[config.mk]
export PLATFORM = sky130hd
export DESIGN_NAME = cfg_spi_slave
export DESIGN_NICKNAME = d
export VERILOG_FILES = /design/src/rtl/spi_cfg_pkg.sv /design/src/rtl/spi_sync.sv /design/src/rtl/spi_mod_decode.sv /design/src/rtl/spi_frame.sv /design/src/rtl/cfg_spi_slave.sv
export SDC_FILE = /design/constraint.sdc
export NUM_CORES = 1
export LEC_CHECK = 0
export ABC_AREA = 1
export BUFFER_PORTS_ARGS = -buffer_cell sky130_fd_sc_hd__buf_2
export CAP_MARGIN = 20
export CORE_MARGIN = 10
export CORE_UTILIZATION = 50
export DETAILED_ROUTE_END_ITERATION = 6
export PLACE_DENSITY = 0.88
export RECOVER_POWER = 100
export SLEW_MARGIN = 15
export SYNTH_ARGS = -nofsm -noshare
export SYNTH_HDL_FRONTEND = slang
export SYNTH_SLANG_ARGS = --single-unit
[constraint.sdc]
create_clock -name clk -period 1.6 [get_ports clk]
set_input_delay 0.16 -clock clk [delete_from_list [all_inputs] [get_ports clk]]
set_output_delay 0.16 -clock clk [all_outputs]
set_load 0.01 [all_outputs]
[src/rtl/spi_cfg_pkg.sv]
package spi_cfg_pkg;
    localparam int ADDR_W     = 15;
    localparam int DATA_W     = 16;
    localparam int MOD_W      = 5;
    localparam int REG_W      = 6;
    localparam int SYNC_DEPTH = 2;
    localparam int HDR_LEN    = 1 + ADDR_W;
    localparam int FRAME_LEN  = HDR_LEN + DATA_W;
    localparam int CNT_W      = $clog2(FRAME_LEN + 1);
    localparam int SEL_W      = 2 ** (MOD_W + 1);
endpackage

[src/rtl/spi_sync.sv]
module spi_sync #(
    parameter int              W       = 1,
    parameter int              STAGES  = 2,
    parameter logic [W-1:0]    RST_VAL = '0
) (
    input  logic         clk,
    input  logic         rst_n,
    input  logic [W-1:0] d,
    output logic [W-1:0] q
);
    logic [W-1:0] st_q [STAGES];
    logic [W-1:0] st_d [STAGES];

    always_comb begin
        st_d[0] = d;
        for (int s = 1; s < STAGES; s++) begin
            st_d[s] = st_q[s-1];
        end
    end

    always_ff @(posedge clk or negedge rst_n) begin
        if (!rst_n) begin
            for (int s = 0; s < STAGES; s++) begin
                st_q[s] <= RST_VAL;
            end
        end else begin
            for (int s = 0; s < STAGES; s++) begin
                st_q[s] <= st_d[s];
            end
        end
    end

    assign q = st_q[STAGES-1];
endmodule

[src/rtl/spi_mod_decode.sv]
module spi_mod_decode #(
    parameter int          ADDR_W     = spi_cfg_pkg::ADDR_W,
    parameter int          MOD_W      = spi_cfg_pkg::MOD_W,
    parameter int          REG_W      = spi_cfg_pkg::REG_W,
    parameter logic [31:0] SPLIT_MASK = 32'h0001_0101,
    parameter int          SEL_W      = 2 ** (MOD_W + 1)
) (
    // address bits from the top down to the register half bit
    input  logic [ADDR_W-REG_W:0] addr_hi,
    output logic [SEL_W-1:0]      sel
);
    localparam int UP_W   = ADDR_W - MOD_W - REG_W;
    localparam int N_CODE = 2 ** MOD_W;

    logic             upper_ok;
    logic [MOD_W-1:0] code;
    logic             half;

    assign upper_ok = (addr_hi[ADDR_W-REG_W -: UP_W] == '0);
    assign code     = addr_hi[MOD_W:1];
    assign half     = addr_hi[0];

    for (genvar g = 0; g < N_CODE; g++) begin : g_code
        for (genvar h = 0; h < 2; h++) begin : g_half
            if (SPLIT_MASK[g]) begin : g_split
                assign sel[2*g+h] = upper_ok && (code == MOD_W'(g)) && (half == 1'(h));
            end else if (h == 0) begin : g_full
                assign sel[2*g+h] = upper_ok && (code == MOD_W'(g));
            end else begin : g_unused
                assign sel[2*g+h] = 1'b0;
            end
        end
    end
endmodule

[src/rtl/spi_frame.sv]
module spi_frame #(
    parameter int ADDR_W = spi_cfg_pkg::ADDR_W,
    parameter int DATA_W = spi_cfg_pkg::DATA_W,
    parameter int CNT_W  = $clog2(1 + ADDR_W + DATA_W + 1)
) (
    input  logic              clk,
    input  logic              rst_n,
    input  logic              sclk_s,
    input  logic              cs_n_s,
    input  logic              din_s,
    input  logic [DATA_W-1:0] rb_rdata,
    output logic [ADDR_W-1:0] rb_addr,
    output logic [DATA_W-1:0] rb_wdata,
    output logic              rb_we,
    output logic              rb_re,
    output logic              drv,
    output logic              dout
);
    localparam int              HDR   = 1 + ADDR_W;
    localparam int              FRAME = HDR + DATA_W;
    localparam logic [CNT_W-1:0] ADDR_LAST_C = CNT_W'(ADDR_W);
    localparam logic [CNT_W-1:0] HDR_C       = CNT_W'(HDR);
    localparam logic [CNT_W-1:0] FRAME_C     = CNT_W'(FRAME);
    localparam logic [CNT_W-1:0] LAST_C      = CNT_W'(FRAME - 1);

    typedef struct packed {
        logic              sck;
        logic [CNT_W-1:0]  cnt;
        logic              wr;
        logic [ADDR_W-1:0] addr;
        logic [DATA_W-1:0] sh;
        logic              we;
        logic              re;
        logic              drv;
        logic              dout;
    } frame_st_t;

    frame_st_t st_q, st_d;
    logic      rise, fall;

    assign rise = sclk_s & ~st_q.sck;
    assign fall = ~sclk_s & st_q.sck;

    always_comb begin
        st_d     = st_q;
        st_d.sck = sclk_s;
        st_d.we  = 1'b0;
        st_d.re  = 1'b0;
        // the register bus answers in the cycle of the request
        if (st_q.re) begin
            st_d.sh = rb_rdata;
        end
        if (cs_n_s) begin
            st_d.cnt = '0;
            st_d.wr  = 1'b0;
            st_d.drv = 1'b0;
        end else if (rise && st_q.cnt != FRAME_C) begin
            st_d.cnt = st_q.cnt + 1'b1;
            if (st_q.cnt == '0) begin
                st_d.wr = din_s;
            end else if (st_q.cnt <= ADDR_LAST_C) begin
                st_d.addr = {st_q.addr[ADDR_W-2:0], din_s};
            end else if (st_q.wr) begin
                st_d.sh = {st_q.sh[DATA_W-2:0], din_s};
            end
            if (st_q.cnt == ADDR_LAST_C && !st_q.wr) begin
                st_d.re = 1'b1;
            end
            if (st_q.cnt == LAST_C && st_q.wr) begin
                st_d.we = 1'b1;
            end
        end else if (fall) begin
            if (!st_q.wr && st_q.cnt >= HDR_C && st_q.cnt < FRAME_C) begin
                st_d.drv  = 1'b1;
                st_d.dout = st_q.sh[DATA_W-1];
                st_d.sh   = {st_q.sh[DATA_W-2:0], 1'b0};
            end else begin
                st_d.drv  = 1'b0;
            end
        end
    end

    always_ff @(posedge clk or negedge rst_n) begin
        if (!rst_n) begin
            st_q <= '0;
        end else begin
            st_q <= st_d;
        end
    end

    assign rb_addr  = st_q.addr;
    assign rb_wdata = st_q.sh;
    assign rb_we    = st_q.we;
    assign rb_re    = st_q.re;
    assign drv      = st_q.drv;
    assign dout     = st_q.dout;

    AST_RE_AT_HDR: assert property (@(posedge clk) disable iff (!rst_n)
        st_q.re |-> (st_q.cnt == HDR_C) && !st_q.wr);
    AST_WE_AT_END: assert property (@(posedge clk) disable iff (!rst_n)
        st_q.we |-> (st_q.cnt == FRAME_C) && st_q.wr);
    AST_IDLE_RELEASE: assert property (@(posedge clk) disable iff (!rst_n)
        cs_n_s |=> !st_q.drv);
    AST_CNT_BOUND: assert property (@(posedge clk) disable iff (!rst_n)
        st_q.cnt <= FRAME_C);
    AST_DRV_READ_ONLY: assert property (@(posedge clk) disable iff (!rst_n)
        st_q.drv |-> !st_q.wr);
endmodule

[src/rtl/cfg_spi_slave.sv]
module cfg_spi_slave #(
    parameter int          ADDR_W     = spi_cfg_pkg::ADDR_W,
    parameter int          DATA_W     = spi_cfg_pkg::DATA_W,
    parameter int          MOD_W      = spi_cfg_pkg::MOD_W,
    parameter int          REG_W      = spi_cfg_pkg::REG_W,
    parameter int          SYNC_DEPTH = spi_cfg_pkg::SYNC_DEPTH,
    parameter logic [31:0] SPLIT_MASK = 32'h0001_0101,
    parameter int          SEL_W      = 2 ** (MOD_W + 1)
) (
    input  logic              clk,
    input  logic              rst_n,
    input  logic              three_wire,
    input  logic              sclk,
    input  logic              cs_n,
    input  logic              sdio_i,
    output logic              sdio_o,
    output logic              sdio_oe,
    output logic              sdo_o,
    output logic              sdo_oe,
    output logic [ADDR_W-1:0] rb_addr,
    output logic [DATA_W-1:0] rb_wdata,
    output logic              rb_we,
    output logic              rb_re,
    input  logic [DATA_W-1:0] rb_rdata,
    output logic [SEL_W-1:0]  mod_sel
);
    logic [2:0] pins_s;
    logic       drv, dout;

    spi_sync #(.W(3), .STAGES(SYNC_DEPTH), .RST_VAL(3'b010)) i_sync (
        .clk   (clk),
        .rst_n (rst_n),
        .d     ({sclk, cs_n, sdio_i}),
        .q     (pins_s)
    );

    spi_frame #(.ADDR_W(ADDR_W), .DATA_W(DATA_W)) i_frame (
        .clk      (clk),
        .rst_n    (rst_n),
        .sclk_s   (pins_s[2]),
        .cs_n_s   (pins_s[1]),
        .din_s    (pins_s[0]),
        .rb_rdata (rb_rdata),
        .rb_addr  (rb_addr),
        .rb_wdata (rb_wdata),
        .rb_we    (rb_we),
        .rb_re    (rb_re),
        .drv      (drv),
        .dout     (dout)
    );

    spi_mod_decode #(
        .ADDR_W(ADDR_W), .MOD_W(MOD_W), .REG_W(REG_W),
        .SPLIT_MASK(SPLIT_MASK), .SEL_W(SEL_W)
    ) i_dec (
        .addr_hi (rb_addr[ADDR_W-1:REG_W-1]),
        .sel     (mod_sel)
    );

    assign sdo_o   = dout;
    assign sdio_o  = dout;
    assign sdo_oe  = drv & ~three_wire;
    assign sdio_oe = drv & three_wire;

    AST_PIN_EXCL: assert property (@(posedge clk) disable iff (!rst_n)
        !(sdo_oe && sdio_oe));
    AST_SEL_ONEHOT: assert property (@(posedge clk) disable iff (!rst_n)
        $onehot0(mod_sel));
    AST_STROBE_EXCL: assert property (@(posedge clk) disable iff (!rst_n)
        !(rb_we && rb_re));
endmodule

After elaboration in Yosys (flattened, before gate mapping)
Index checks and enable logic that the tools add are counted.
Storage, ports and cells
  bits in registers: 49
  input bits: 22
  logic and storage cells: 135
  output and inout port bits: 101
Cells by class
  reductions and logical operators: 54
  mux-type cells: 20
  eq/ne operators: 35
  $add $sub $neg: 1
  bitwise gates (word level): 11
  order comparisons: 3
Operator list (count)
  16-bit two-way mux: 6
  5-bit == test (second input constant): 16
  1-bit logical AND: 43
  5-bit by 4-bit == test with 1-bit output (second input constant): 8
  31-bit two-way mux: 1
  22-bit two-way mux: 1
  5-bit by 3-bit == test with 1-bit output (second input constant): 4
  18-bit two-way mux: 1
  15-bit two-way mux: 1
  5-bit by 2-bit == test with 1-bit output (second input constant): 2
  4-bit AND reduction: 2
  7-bit two-way mux: 1
  1-bit inverter: 7
  6-bit by 1-bit adder with 6-bit output (second input constant): 1
  6-bit by 4-bit == test with 1-bit output (second input constant): 1
  6-bit by 5-bit == test with 1-bit output (second input constant): 1
  6-bit by 5-bit >= comparator with 1-bit output (second input constant): 1
  6-bit by 4-bit <= comparator with 1-bit output (second input constant): 1
  6-bit zero test: 1
  6-bit < comparator (second input constant): 1
  1-bit two-way mux: 6
  2-bit two-way mux: 3
  6-bit != test (second input constant): 1
  2-bit nonzero test: 3
  other kinds (7): 11

Longest topological paths before layout
Gate-level depths: netlist of run 1.
  depth in word-level cells: 7
  gate-level depth with buffers: 9
  gate-level depth less buffers: 8

Cells and area by module
A second synthesis of run 1 with hierarchy kept.
Unflattened totals
  cell total of the unflattened synthesis: 478
  area, all modules: 3475.8 um^2
Modules (own cells, without submodules)
  spi_frame: area an instance 2705.1 um^2, cells an instance 364, seq. area each 1076.0 um^2, times used 1
  spi_mod_decode: area an instance 593.1 um^2, cells an instance 103, seq. area each 0.0 um^2, times used 1
  spi_sync: area an instance 152.6 um^2, cells an instance 6, seq. area each 152.6 um^2, times used 1
  cfg_spi_slave: area an instance 25.0 um^2, cells an instance 5, seq. area each 0.0 um^2, times used 1

Worst setup path before layout of run 1
Ideal clock, no wire load.
  path kind: reg2out
  start point: register i_frame.st_q, in the netlist i_frame.rb_addr[12]
  end point: output port mod_sel[10]
  slack: 0.156 ns
  path buffers: 1
  data required time: 1.440 ns
  cell stages (with the launch flop): 5
  arrival time: 1.284 ns
  cells stage by stage: dfrtp_1 nor4_2 nand2_1 clkbuf_1 nor2_1
Between the ends
  word-level cells in the longest chain between the ends: 2
Ends and longest elaborated chain
  start, declared: RTL line spi_frame.sv:38  | frame_st_t st_q, st_d;
  start signal, assigned: RTL line spi_frame.sv:87  | st_q <= st_d;
  4-bit zero test: RTL line spi_mod_decode.sv:19  | assign upper_ok = (addr_hi[ADDR_W-REG_W -: UP_W] == '0);
  1-bit logical AND: RTL line spi_mod_decode.sv:28  | assign sel[2*g+h] = upper_ok && (code == MOD_W'(g));
  end, declared: RTL line cfg_spi_slave.sv:25  | output logic [SEL_W-1:0] mod_sel
Every way passes these cells.

Final worst setup path of run 1
  start point: register i_frame.st_q, in the netlist i_frame.rb_addr[12]
  end point: output port mod_sel[1]
Between the ends
  word-level cells in the longest chain between the ends: 3
Ends and longest elaborated chain
  4-bit zero test: RTL line spi_mod_decode.sv:19
  1-bit logical AND (2 in a row): RTL line spi_mod_decode.sv:26  | assign sel[2*g+h] = upper_ok && (code == MOD_W'(g)) && (half == 1'(h));
Every way passes these cells.

==> key figures, run 1 <==
Placement
  • Placed cell count: 598
  • Number of port buffers: 93
  • Place WS: 0.0582 ns
  • Global placer's final weighted congestion: 0.942
  • Half-perimeter wire length after detailed placement: 6310 um
  • Area post-placement: 3570 um^2

Floorplan
  • Num ports: 123
  • Initial Util: 0.518
  • CORE AREA: 6390 um^2
  • Die Footprint: 10300 um^2
  • Number of rows created at floorplan: 29
  • Height of the die: 101 um
  • Die span in x: 101 um

Timing
  • Portion of the clock cycle consumed by the worst path in the final layout: 1.11
  • Period minus WS final: 1.78 ns
  • Final worst slack: -0.183 ns
  • Final count of pins violating max slew: 0
  • Hold Violations, Final: 0
  • Worst clock skew: 0.00921 ns
  • Worst rel slew slack: 0.273
  • RSZ-0062 raised after global routing: yes
  • Highest clock rate: 561 MHz
  • Sum Neg Setup Slack: -4.70 ns
  • Count of final setup violators: 45
  • Tightest Pin Transition: 1.09 ns
  • Final hold slack: 0.221 ns

Critical path
  • Critical path cell sequence: nor4_4 -> nand2_2 -> buf_6 -> nor3_4 -> buf_2
  • Critical Path Source Type: flop
  • Data arrival time of the worst path: 1.62 ns
  • Top fanout value on the critical path: 5
  • Family of cells with the greatest summed delay on the critical path: simple AND/OR/NAND/NOR gates
  • Number of buffer and inverter stages on the critical path: 2
  • CP Data Required Time: 1.44 ns
  • Slowest stage delay, CP: 0.43 ns
  • Setup CP Type: reg -> out
  • Critical Path End Type: output pin
  • Cell with the largest stage delay on the worst path: sky130_fd_sc_hd__dfrtp_2

Yosys
  • Post-synth top area cell: sky130_fd_sc_hd__dfrtp_1
  • Count of different cell masters after synthesis: 31
  • Synthesized cell area: 3310 um^2
  • Asr flop ratio synth: 1.00
  • Share of the synthesized area in the top cell type: 0.355
  • Share of synthesized area occupied by flip-flops and latches: 0.371
  • Largest cells by area after synthesis: sky130_fd_sc_hd__dfrtp_1 36%, sky130_fd_sc_hd__buf_4 14%, sky130_fd_sc_hd__nand2_1 12%, sky130_fd_sc_hd__nor2_1 10%, sky130_fd_sc_hd__o21ai_1 5.9%
  • Register bit count reported by yosys: 49
  • Number of cells produced by synthesis: 469
  • Prevailing post-synth register cell: sky130_fd_sc_hd__dfrtp_1
  • Yosys warns: 0
  • Average cell area after synthesis: 7.06 um^2
  • Number of enable flip-flop cells after synthesis: 0

Global routing
  • Vias in the first global route: 2991
  • Antenna violations before repair: 0
  • First-pass GRT wire length: 13700 um
  • GRT Resource Usage Total: 0.159
  • Pin count of the biggest net entering global routing: 33
  • Congestion Overflow GR: 0

Clock tree
  • Inserted Clock Buffers: 5
  • CTS tree: built
  • Later-pin clock latency in the skew report: 0.31 ns
  • Clock Sink Count: 49
  • CTS clock-pin slew for the worst setup and hold paths: 0.09 ns
  • Maximum root-to-sink buffer count: 2
  • Count of H-tree levels built during CTS: 2
  • Root Buffer Master: sky130_fd_sc_hd__clkbuf_8

Route
  • Total detailed-routing wirelength: 9310 um
  • Avg Vias per Cell: 5.13
  • Routed length per instance: 15.0 um
  • Drt first pass iters: 5
  • Iteration-0 DRC Markers: 187
  • DRC violation count after routing: 0
  • Count of vias placed by the detailed router: 3186
  • Final ANT Viol Nets: 0

Final layout
  • NumNets Final: 567
  • Multi-input gate area in the final layout: 1570 um^2
  • Register cell area after layout: 1230 um^2
  • Layout area overhead: 17.4%
  • Number of diodes: 0
  • Total of fill cells in the finished design: 568
  • Non-filler instance count after layout: 621
  • Fraction of final layout cells with drive strength greater than 1: 0.222
  • Utilization after layout: 0.609
  • Final Cell Area: 3890 um^2

Run status
  • Result of the run: complete, but fails checks
  • Failing checks: setup timing

Power
  • Worst vdd ir: 0.559 mV
  • Total power divided by cell area: 770 nW/um^2
  • Leak: 2.09 nW
  • Power Total: 2.99 mW

Run
  • Max-cap check violation count: 0

Worst hold path
  • Worst min-delay path class: in -> reg
synth_stat cells (2+ instances only):
cell and instances:
sky130_fd_sc_hd__inv_2 5, sky130_fd_sc_hd__o21a_1 4, sky130_fd_sc_hd__nand3_1 6, sky130_fd_sc_hd__o22ai_1 2
sky130_fd_sc_hd__dfrtp_1 47, sky130_fd_sc_hd__nor2_1 89, sky130_fd_sc_hd__nand3_2 2, sky130_fd_sc_hd__nor2_2 3
sky130_fd_sc_hd__buf_2 11, sky130_fd_sc_hd__ha_1 2, sky130_fd_sc_hd__clkbuf_1 5, sky130_fd_sc_hd__dfstp_2 2
sky130_fd_sc_hd__nand2_1 107, sky130_fd_sc_hd__o21ai_0 9, sky130_fd_sc_hd__buf_4 61, sky130_fd_sc_hd__o21ai_1 39
sky130_fd_sc_hd__inv_1 35, sky130_fd_sc_hd__nor3_1 9, sky130_fd_sc_hd__nand4_1 2, sky130_fd_sc_hd__o211ai_1 15
sky130_fd_sc_hd__nand2_2 2, sky130_fd_sc_hd__buf_6 3
worst reg2reg max path, delay by kind of cell, from the launching register on:
family | cells | cell delay [ns]
adders and majority gates | 1 | 0.22
AOI/OAI and AO/OA | 1 | 0.11
and+or+nand+nor | 4 | 0.57
DFF | 1 | 0.38
buffers and inverters | 2 | 0.28
final timing paths:
path	from	endpoint	slack, ns	depth (start not counted)
max in group asynchronous	rst_n	i_sync.st_d[1]	0.13	3
hold / removal	rb_rdata[0]	i_frame.rb_wdata[0]	0.22	4
min in group asynchronous	rst_n	i_frame.drv	0.58	2
setup reg to reg	i_frame.st_q[36]	i_frame.rb_addr[13]	-0.04	8
setup / recovery	i_frame.rb_addr[12]	mod_sel[1]	-0.18	5
hold reg to reg	i_sync.st_d[2]	i_sync.q[2]	0.35	0
placed cells by master (no fill, tap or decap), drive strengths merged:
cell           n
a21oi          1
buf           72
clkbuf        50
clkinv         2
conb          29
dfrtp         47
dfstp          2
dlygate4sd3    4
ha             2
inv           39
mux2           1
nand2        109
nand3          8
nand4          2
nor2          92
nor3           9
nor4           2
o211ai        15
o21a           4
o21ai         48
o22ai          2
o31ai          1
or2            1
xnor2          1
xor2           1
layer usage:
metal,share of wire,GRT usage
met3,0.085,0.0490
met5,0,0
met1,0.37,0.177
met2,0.53,0.283
met4,0.019,0.0482
sequential cells by signal, summed over array words and instances, names as in the netlist:
name,count
i_frame.rb_re,1
i_frame.rb_we,1
i_frame.dout,1
i_frame.rb_wdata,16
i_frame.drv,1
i_sync.st_d,3
i_frame.rb_addr,15
i_frame.st_q,8
i_sync.q,3
logic make-up (layout without fill, tap and decap cells):
group	Yosys count	after routing	share of synthesized area
AOI/OAI and AO/OA	71	71	0.123
xor gates and xnor gates	2	2	0.00529
adders and majority gates	2	2	0.00756
buffers and inverters	120	167	0.216
DFF	49	49	0.371
muxes	1	1	0.00340
other	1	29	0.00113
and+or+nand+nor	223	223	0.272
power breakdown:
group	internal [mW]	switching (mW)	leakage [nW]	total, mW
Combinational	0.281	0.475	1.38	0.756
Clock	0.391	0.402	0.0542	0.793
Sequential	1.33	0.108	0.652	1.44
Total	2.01	0.985	2.09	2.99
what timing repair did:
action                                 in CTS  in global routing
gates resized for setup                    12                 30
setup endpoints to repair                  35                 62
endpoints found under the hold margin      22                  0
hold buffers                                4                  0
gates cloned                                3                  3
pin swaps                                   3                  3
buffers inserted                            2                  3
cell type report:
| cell class | instances | area share |
|---|---|---|
| clock inverter | 1 | 0.00129 |
| inverter | 40 | 0.0399 |
| multi-input combinational | 328 | 0.405 |
| clock buffer | 7 | 0.0248 |
| sequential | 49 | 0.316 |
| tap | 77 | 0.0248 |
| timing repair buffer | 119 | 0.188 |
(Power assumes the default switching activity.)
==> run 2: changes to the inputs <==
--- a/config.mk
+++ b/config.mk
@@ -7,11 +7,10 @@
 export LEC_CHECK = 0
 export ABC_AREA = 1
 export BUFFER_PORTS_ARGS = -buffer_cell sky130_fd_sc_hd__buf_2
-export CAP_MARGIN = 20
 export CORE_MARGIN = 10
 export CORE_UTILIZATION = 50
 export DETAILED_ROUTE_END_ITERATION = 6
-export PLACE_DENSITY = 0.88
+export PLACE_DENSITY = 0.81
 export RECOVER_POWER = 100
 export SLEW_MARGIN = 15
 export SYNTH_ARGS = -nofsm -noshare
==> key figures, run 2 (synthesis results as in run 1) <==
Run status
  • Result of the run: complete, but fails checks
  • Failing checks: setup timing

Critical path
  • Critical Path Source Type: flop
  • Cell with the largest stage delay on the worst path: sky130_fd_sc_hd__dfrtp_1
  • Slowest stage delay, CP: 0.42 ns (about the same)
  • Setup CP Type: reg -> out
  • Critical Path End Type: output pin
  • Data arrival time of the worst path: 1.61 ns (about the same)
  • Critical path cell sequence: nor4_4 -> nand2_1 -> buf_6 -> nor2_1 -> buf_2
  • Family of cells with the greatest summed delay on the critical path: simple AND/OR/NAND/NOR gates
  • CP Data Required Time: 1.44 ns (about the same)
  • Number of buffer and inverter stages on the critical path: 2 (unchanged)
  • Top fanout value on the critical path: 15 (+10)

Clock tree
  • Root Buffer Master: sky130_fd_sc_hd__clkbuf_8
  • CTS tree: built
  • Maximum root-to-sink buffer count: 2 (unchanged)
  • Later-pin clock latency in the skew report: 0.31 ns (about the same)
  • Clock Sink Count: 49 (unchanged)
  • Count of H-tree levels built during CTS: 2 (unchanged)
  • Inserted Clock Buffers: 5 (unchanged)
  • CTS clock-pin slew for the worst setup and hold paths: 0.10 ns (about the same)

Final layout
  • Final Cell Area: 3660 um^2 (-5.8%)
  • Number of diodes: 0 (unchanged)
  • NumNets Final: 561 (-1.1%)
  • Flip-flop count of the largest register, all copies and words added: 16 (unchanged)
  • Layout area overhead: 10.7%
  • Most frequent standard cell in the layout excluding fill and tap cells: sky130_fd_sc_hd__nand2_1
  • Leading cell types in the layout, fill and taps excluded: 107 x sky130_fd_sc_hd__nand2_1, 87 x sky130_fd_sc_hd__nor2_1, 58 x sky130_fd_sc_hd__buf_2, 47 x sky130_fd_sc_hd__dfrtp_1, 39 x sky130_fd_sc_hd__o21ai_1
  • Fraction of final layout cells with drive strength greater than 1: 0.180 (-0.0421)
  • Total of fill cells in the finished design: 626 (+10%)

Placement
  • Number of port buffers: 93 (unchanged)
  • Area post-placement: 3550 um^2 (-0.63%)
  • Global placer's final weighted congestion: 0.861 (-8.6%)
  • Half-perimeter wire length after detailed placement: 6450 um (+2.2%)
  • Place WS: 0.0222 ns (-0.0360 ns)

Global routing
  • Pin count of the biggest net entering global routing: 31 (-6.1%)
  • Antenna violations before repair: 0 (unchanged)
  • First-pass GRT wire length: 13600 um (-0.96%)
  • Vias in the first global route: 2851 (-4.7%)
  • GRT Resource Usage Total: 0.157 (-0.00225)
  • Congestion Overflow GR: 0 (unchanged)

Timing
  • Worst clock skew: 0.0143 ns (+0.00504 ns)
  • Worst rel slew slack: 0.636 (+0.362)
  • RSZ-0062 raised after global routing: yes
  • Portion of the clock cycle consumed by the worst path in the final layout: 1.11 (-0.00636)
  • Count of final setup violators: 43 (-4.4%)
  • Highest clock rate: 564 MHz (+0.57%)
  • Period minus WS final: 1.77 ns (-0.0102 ns)
  • Final worst slack: -0.173 ns (+0.0102 ns)
  • Tightest Pin Transition: 0.546 ns (-0.544 ns)
  • Hold Violations, Final: 0 (unchanged)
  • Sum Neg Setup Slack: -4.11 ns (+0.591 ns)
  • Final count of pins violating max slew: 0 (unchanged)
  • Final hold slack: 0.231 ns (+0.00989 ns)

Route
  • Avg Vias per Cell: 4.90 (-4.4%)
  • DRC violation count after routing: 0 (unchanged)
  • Iteration-0 DRC Markers: 148 (-21%)
  • Count of vias placed by the detailed router: 3015 (-5.4%)
  • Drt first pass iters: 4 (-1)
  • Routed length per instance: 13.8 um (-8.2%)
  • Total detailed-routing wirelength: 8460 um (-9.1%)
  • Final ANT Viol Nets: 0 (unchanged)

Run
  • Max-cap check violation count: 0 (unchanged)

Power
  • Leak: 2.02 nW (-3.2%)
  • Total power divided by cell area: 752 nW/um^2 (-2.3%)
  • Worst vdd ir: 0.732 mV (+31%)
  • Power Total: 2.75 mW (-8.0%)

Worst hold path
  • Worst min-delay path class: in -> reg

Floorplan
  • Height of the die: 101 um (unchanged)
  • Initial Util: 0.518 (unchanged)
  • Die Footprint: 10300 um^2 (unchanged)
  • Num ports: 123 (unchanged)
  • CORE AREA: 6390 um^2 (unchanged)
  • Number of rows created at floorplan: 29 (unchanged)
  • Die span in x: 101 um (unchanged)
[run 2: cell count changes in the layout (fill, tap and decap cells not counted), sizes merged]
cell,change
clkinv,+3
clkbuf,-4
buf,-5
[run 2: worst paths after layout]
check                                 endpoint  depth (start not counted)  slack, ns                 from
max                                mod_sel[56]                          5      -0.17  i_frame.rb_addr[13]
min                        i_frame.rb_wdata[0]                          4       0.23          rb_rdata[0]
max reg2reg                      i_frame.rb_re                          6      -0.04     i_frame.st_q[37]
min reg2reg                        i_sync.q[2]                          0       0.36       i_sync.st_d[2]
max in group asynchronous          i_sync.q[1]                          3       0.32                rst_n
min in group asynchronous     i_frame.st_q[37]                          2       0.36                rst_n
[run 2: per-layer routing]
metal	track usage	wire length, um	up-vias
met1	0.187	3560	1370
li1	-	-	1531
met5	0	0	-
met4	0.0461	104	0
met2	0.269	4190	101
met3	0.0436	611	13
[run 2: report_power, final]
part           total, mW  internal [mW]  switching [mW]  leakage, nW
combinational      0.565          0.201           0.364         1.32
clock              0.755          0.311           0.444       0.0481
sequential          1.43           1.33           0.101        0.653
[run 2: area by class of cell]
cell class,count,area (um^2),share of cell area
multi-input combinational,328,1490,0.407
sequential,49,1230,0.335
timing repair buffer,112,597,0.163
inverter,40,155,0.0424
tap,77,96.3,0.0263
clock buffer,5,68.8,0.0188
clock inverter,3,22.5,0.00615
timing repair inverter,1,5.00,0.00137
[run 2: what timing repair did]
action                     in CTS  in global routing
pin swaps                       2                  0
cloned                          0                  1
gates resized for setup         4                 12
hold buffers                    4                  0
setup buffers                   1                  1
setup endpoints to repair      35                 59
hold endpoints to repair       22                  0
[run 2: through the flow]
step / utilization / instances
finish: 0.573 / 615
global route: 0.573 / 615
CTS: 0.579 / 613
detailed placement: 0.555 / 600
global placement: 0.555 / 600
floorplan: - / 497
[run 2: worst register-to-register path, stage by stage (launching register included)]
cell                       delay (ns)
sky130_fd_sc_hd__dfrtp_1         0.40
sky130_fd_sc_hd__inv_1           0.08
sky130_fd_sc_hd__ha_1            0.21
sky130_fd_sc_hd__nand3_1         0.15
sky130_fd_sc_hd__nand3_2         0.13
sky130_fd_sc_hd__clkbuf_4        0.25
sky130_fd_sc_hd__nor4_1          0.28
==> run 3: changes to the inputs <==
--- a/config.mk
+++ b/config.mk
@@ -10,9 +10,10 @@
 export CORE_MARGIN = 10
 export CORE_UTILIZATION = 50
 export DETAILED_ROUTE_END_ITERATION = 6
-export PLACE_DENSITY = 0.81
+export PLACE_DENSITY = 0.8
 export RECOVER_POWER = 100
 export SLEW_MARGIN = 15
 export SYNTH_ARGS = -nofsm -noshare
 export SYNTH_HDL_FRONTEND = slang
+export SYNTH_HIERARCHICAL = 1
 export SYNTH_SLANG_ARGS = --single-unit
==> key figures, run 3 <==
Run status
  • Result of the run: complete, but fails checks
  • Failing checks: setup timing

Route
  • Drt first pass iters: 6 (+2)
  • Avg Vias per Cell: 5.06 (+3.1%)
  • Count of vias placed by the detailed router: 3170 (+5.1%)
  • Final ANT Viol Nets: 0 (unchanged)
  • Routed length per instance: 14.6 um (+6.3%)
  • Total detailed-routing wirelength: 9170 um (+8.4%)
  • DRC violation count after routing: 0 (unchanged)
  • Iteration-0 DRC Markers: 232 (+57%)

Timing
  • Period minus WS final: 1.70 ns (-0.0722 ns)
  • Portion of the clock cycle consumed by the worst path in the final layout: 1.06 (-0.0452)
  • Final worst slack: -0.100 ns (+0.0722 ns)
  • Hold Violations, Final: 0 (unchanged)
  • Count of final setup violators: 24 (-44%)
  • Final count of pins violating max slew: 0 (unchanged)
  • Highest clock rate: 588 MHz (+4.2%)
  • Tightest Pin Transition: 0.586 ns (+0.0394 ns)
  • Worst rel slew slack: 0.610 (-0.0263)
  • RSZ-0062 raised after global routing: yes
  • Worst clock skew: 0.00484 ns (-0.00942 ns)

Yosys
  • Average cell area after synthesis: 7.27 um^2 (+3.1%)
  • Yosys warns: 6 (+6)
  • Post-synth top area cell: sky130_fd_sc_hd__dfrtp_1
  • Asr flop ratio synth: 1.00 (unchanged)
  • Number of cells produced by synthesis: 478 (+1.9%)
  • Count of different cell masters after synthesis: 31 (unchanged)
  • Largest cells by area after synthesis: sky130_fd_sc_hd__dfrtp_1 34%, sky130_fd_sc_hd__buf_4 13%, sky130_fd_sc_hd__nand2_1 10%, sky130_fd_sc_hd__nor2_1 8.3%, sky130_fd_sc_hd__inv_1 4.5%
  • Prevailing post-synth register cell: sky130_fd_sc_hd__dfrtp_1
  • Post-synthesis xor/xnor area fraction: 0.00252 (-0.00277)
  • Number of enable flip-flop cells after synthesis: 0 (unchanged)
  • Share of synthesized area occupied by flip-flops and latches: 0.353 (-0.0178)
  • Simple-gate share of the synthesized area: 0.304 (+0.0323)
  • Register bit count reported by yosys: 49 (unchanged)
  • Largest family of logic cells by synthesized area: simple AND/OR/NAND/NOR gates
  • Arithmetic-cell share of the synthesized area counting full adders, half adders and majority gates: 0.00720 (-0.000362)
  • Top cells by count, synth: 97 x sky130_fd_sc_hd__nand2_1, 77 x sky130_fd_sc_hd__nor2_1, 61 x sky130_fd_sc_hd__buf_4, 47 x sky130_fd_sc_hd__dfrtp_1, 42 x sky130_fd_sc_hd__inv_1
  • Share of the synthesized area in the top cell type: 0.338 (-0.0170)
  • Share of the synthesized area in compound gates (AO/OA/AOI/OAI): 0.116 (-0.00734)
  • Synthesized cell area: 3480 um^2 (+5.0%)
  • Most common cell in the synthesized netlist: sky130_fd_sc_hd__nand2_1
  • Fraction of synthesized area in multiplexers: 0.00288 (-0.000523)

Critical path
  • Data arrival time of the worst path: 1.54 ns (-0.07 ns)
  • Critical path cell sequence: inv_1 -> nor2_4 -> nand2_1 -> nor2_1 -> buf_2
  • Critical Path Source Type: flop
  • Register-to-register path setup slack: 0.01 ns (+0.05 ns)
  • Top fanout value on the critical path: 7 (-8)
  • CP Data Required Time: 1.44 ns (about the same)
  • Critical Path End Type: output pin
  • Setup CP Type: reg -> out
  • Slowest stage delay, CP: 0.48 ns (+0.06 ns)
  • Cell with the largest stage delay on the worst path: sky130_fd_sc_hd__dfrtp_2

Clock tree
  • Clock Sink Count: 49 (unchanged)
  • CTS tree: built
  • Later-pin clock latency in the skew report: 0.30 ns (about the same)
  • Root Buffer Master: sky130_fd_sc_hd__clkbuf_8
  • CTS clock-pin slew for the worst setup and hold paths: 0.09 ns (about the same)
  • Maximum root-to-sink buffer count: 2 (unchanged)
  • Count of H-tree levels built during CTS: 2 (unchanged)
  • Inserted Clock Buffers: 5 (unchanged)

Global routing
  • First-pass GRT wire length: 13300 um (-2.2%)
  • Antenna violations before repair: 0 (unchanged)
  • Pin count of the biggest net entering global routing: 33 (+6.5%)
  • GRT Resource Usage Total: 0.151 (-0.00530)
  • Vias in the first global route: 2870 (+0.67%)
  • Congestion Overflow GR: 0 (unchanged)

Final layout
  • Number of diodes: 0 (unchanged)
  • Non-filler instance count after layout: 627 (+2.0%)
  • Most frequent standard cell in the layout excluding fill and tap cells: sky130_fd_sc_hd__nand2_1
  • Flip-flop count of the largest register, all copies and words added: 16 (unchanged)
  • Fraction of final layout cells with drive strength greater than 1: 0.258 (+0.0775)
  • NumNets Final: 570 (+1.6%)
  • Layout area overhead: 15.8%
  • Utilization after layout: 0.596 (+0.0223)
  • Leading cell types in the layout, fill and taps excluded: 95 x sky130_fd_sc_hd__nand2_1, 70 x sky130_fd_sc_hd__nor2_1, 57 x sky130_fd_sc_hd__buf_2, 43 x sky130_fd_sc_hd__dfrtp_1, 41 x sky130_fd_sc_hd__inv_1

Placement
  • Placed cell count: 607 (+1.2%)
  • Global placer's final weighted congestion: 0.901 (+4.6%)
  • Half-perimeter wire length after detailed placement: 6220 um (-3.6%)
  • Number of port buffers: 93 (unchanged)

Floorplan
  • Die span in x: 103 um (+2.0%)
  • Initial Util: 0.514 (-0.00378)
  • Die Footprint: 10700 um^2 (+4.0%)
  • Num ports: 123 (unchanged)
  • Number of rows created at floorplan: 30 (+3.4%)
  • CORE AREA: 6760 um^2 (+5.8%)
  • Height of the die: 103 um (+2.0%)

Power
  • Total power divided by cell area: 901 nW/um^2 (+20%)
  • Leak: 2.14 nW (+6.0%)
  • Worst vdd ir: 0.531 mV (-27%)
  • Power Total: 3.63 mW (+32%)

Worst hold path
  • Worst min-delay path class: in -> reg

Run
  • Max-cap check violation count: 0 (unchanged)
==> run 3: changes by cell type after synthesis, moves of 3 or more <==
cell and delta:
sky130_fd_sc_hd__nor2_2 +17, sky130_fd_sc_hd__nor2_4 +3, sky130_fd_sc_hd__o21ai_1 -19, sky130_fd_sc_hd__clkbuf_1 -3, sky130_fd_sc_hd__o21ai_0 +16, sky130_fd_sc_hd__o21a_1 -4, sky130_fd_sc_hd__nand4_1 +3, sky130_fd_sc_hd__inv_1 +7
sky130_fd_sc_hd__nand2_1 -10, sky130_fd_sc_hd__nor2_1 -12, sky130_fd_sc_hd__a21oi_1 +8
==> run 3: worst paths after layout <==
check / to / cells after the start / start
max in group asynchronous: i_frame/rb_addr[9] / 3 / rst_n
max: mod_sel[44] / 5 / i_frame/rb_addr[8]
min in group asynchronous: i_frame/rb_wdata[12] / 2 / rst_n
min: i_frame/rb_wdata[0] / 3 / rb_rdata[0]
max reg2reg: i_frame/rb_wdata[7] / 8 / i_frame/st_q[37]
min reg2reg: i_sync/q[0] / 0 / i_sync/st_d[0]
==> run 3: what timing repair did <==
item | CTS | global route
endpoints found under the hold margin | 23 | 0
hold buffers | 4 | 0
setup endpoints to repair | 25 | 60
pin swaps | 4 | 4
gates cloned | 1 | 3
resized for setup | 6 | 35
setup buffers | 2 | 2
==> run 3: per-stage QoR <==
step                hold WS (ns)  TNS [ns]  cell area, um^2  setup slack [ns]
finish                     0.186     -1.23             4030            -0.100
CTS                        0.184    -0.324             3860           -0.0317
global placement           0.166         0             3680             0.152
detailed placement         0.174         0             3680            0.0742
global route               0.250     -4.19             4030            -0.202
floorplan                 -0.136         0             3580             0.138
==> run 3: kinds of logic after synthesis <==
| kind of cell | Yosys count |
|---|---|
| compound gates | 72 |
| xor+xnor | 1 |
| fa+ha+maj | 2 |
| buf+inv | 124 |
| flops | 49 |
| mux | 1 |
| other cells | 1 |
| simple gates | 228 |
==> run 3: critical path, delay by kind of cell, from the launching register on <==
family | cells | cell delay, ns
AND/OR/NAND/NOR | 3 | 0.48
buffers and inverters | 2 | 0.28
flip-flops | 1 | 0.48
==> run 3: area by class of cell <==
type,instances,area (um^2)
fillers,587,2730
multi-input cells,336,1750
flip-flops and latches,49,1230
repair buffers,109,683
inverters,45,171
well taps,80,100
clock buffers,5,68.8
clock inverters,3,21.3
==> run 3: routing by layer <==
layer | GRT usage | vias to the layer above | part of all wire
li1 | - | 1553 | -
met1 | 0.177 | 1464 | 0.38
met2 | 0.269 | 137 | 0.53
met3 | 0.0359 | 16 | 0.072
met4 | 0.0417 | 0 | 0.021
met5 | 0 | - | 0
==> run 3: report_power, final <==
part / internal, mW / leakage [nW] / switching, mW
clock network: 0.311 / 0.0445 / 0.433
logic: 0.474 / 1.46 / 0.810
registers: 1.38 / 0.635 / 0.215
total: 2.17 / 2.14 / 1.46
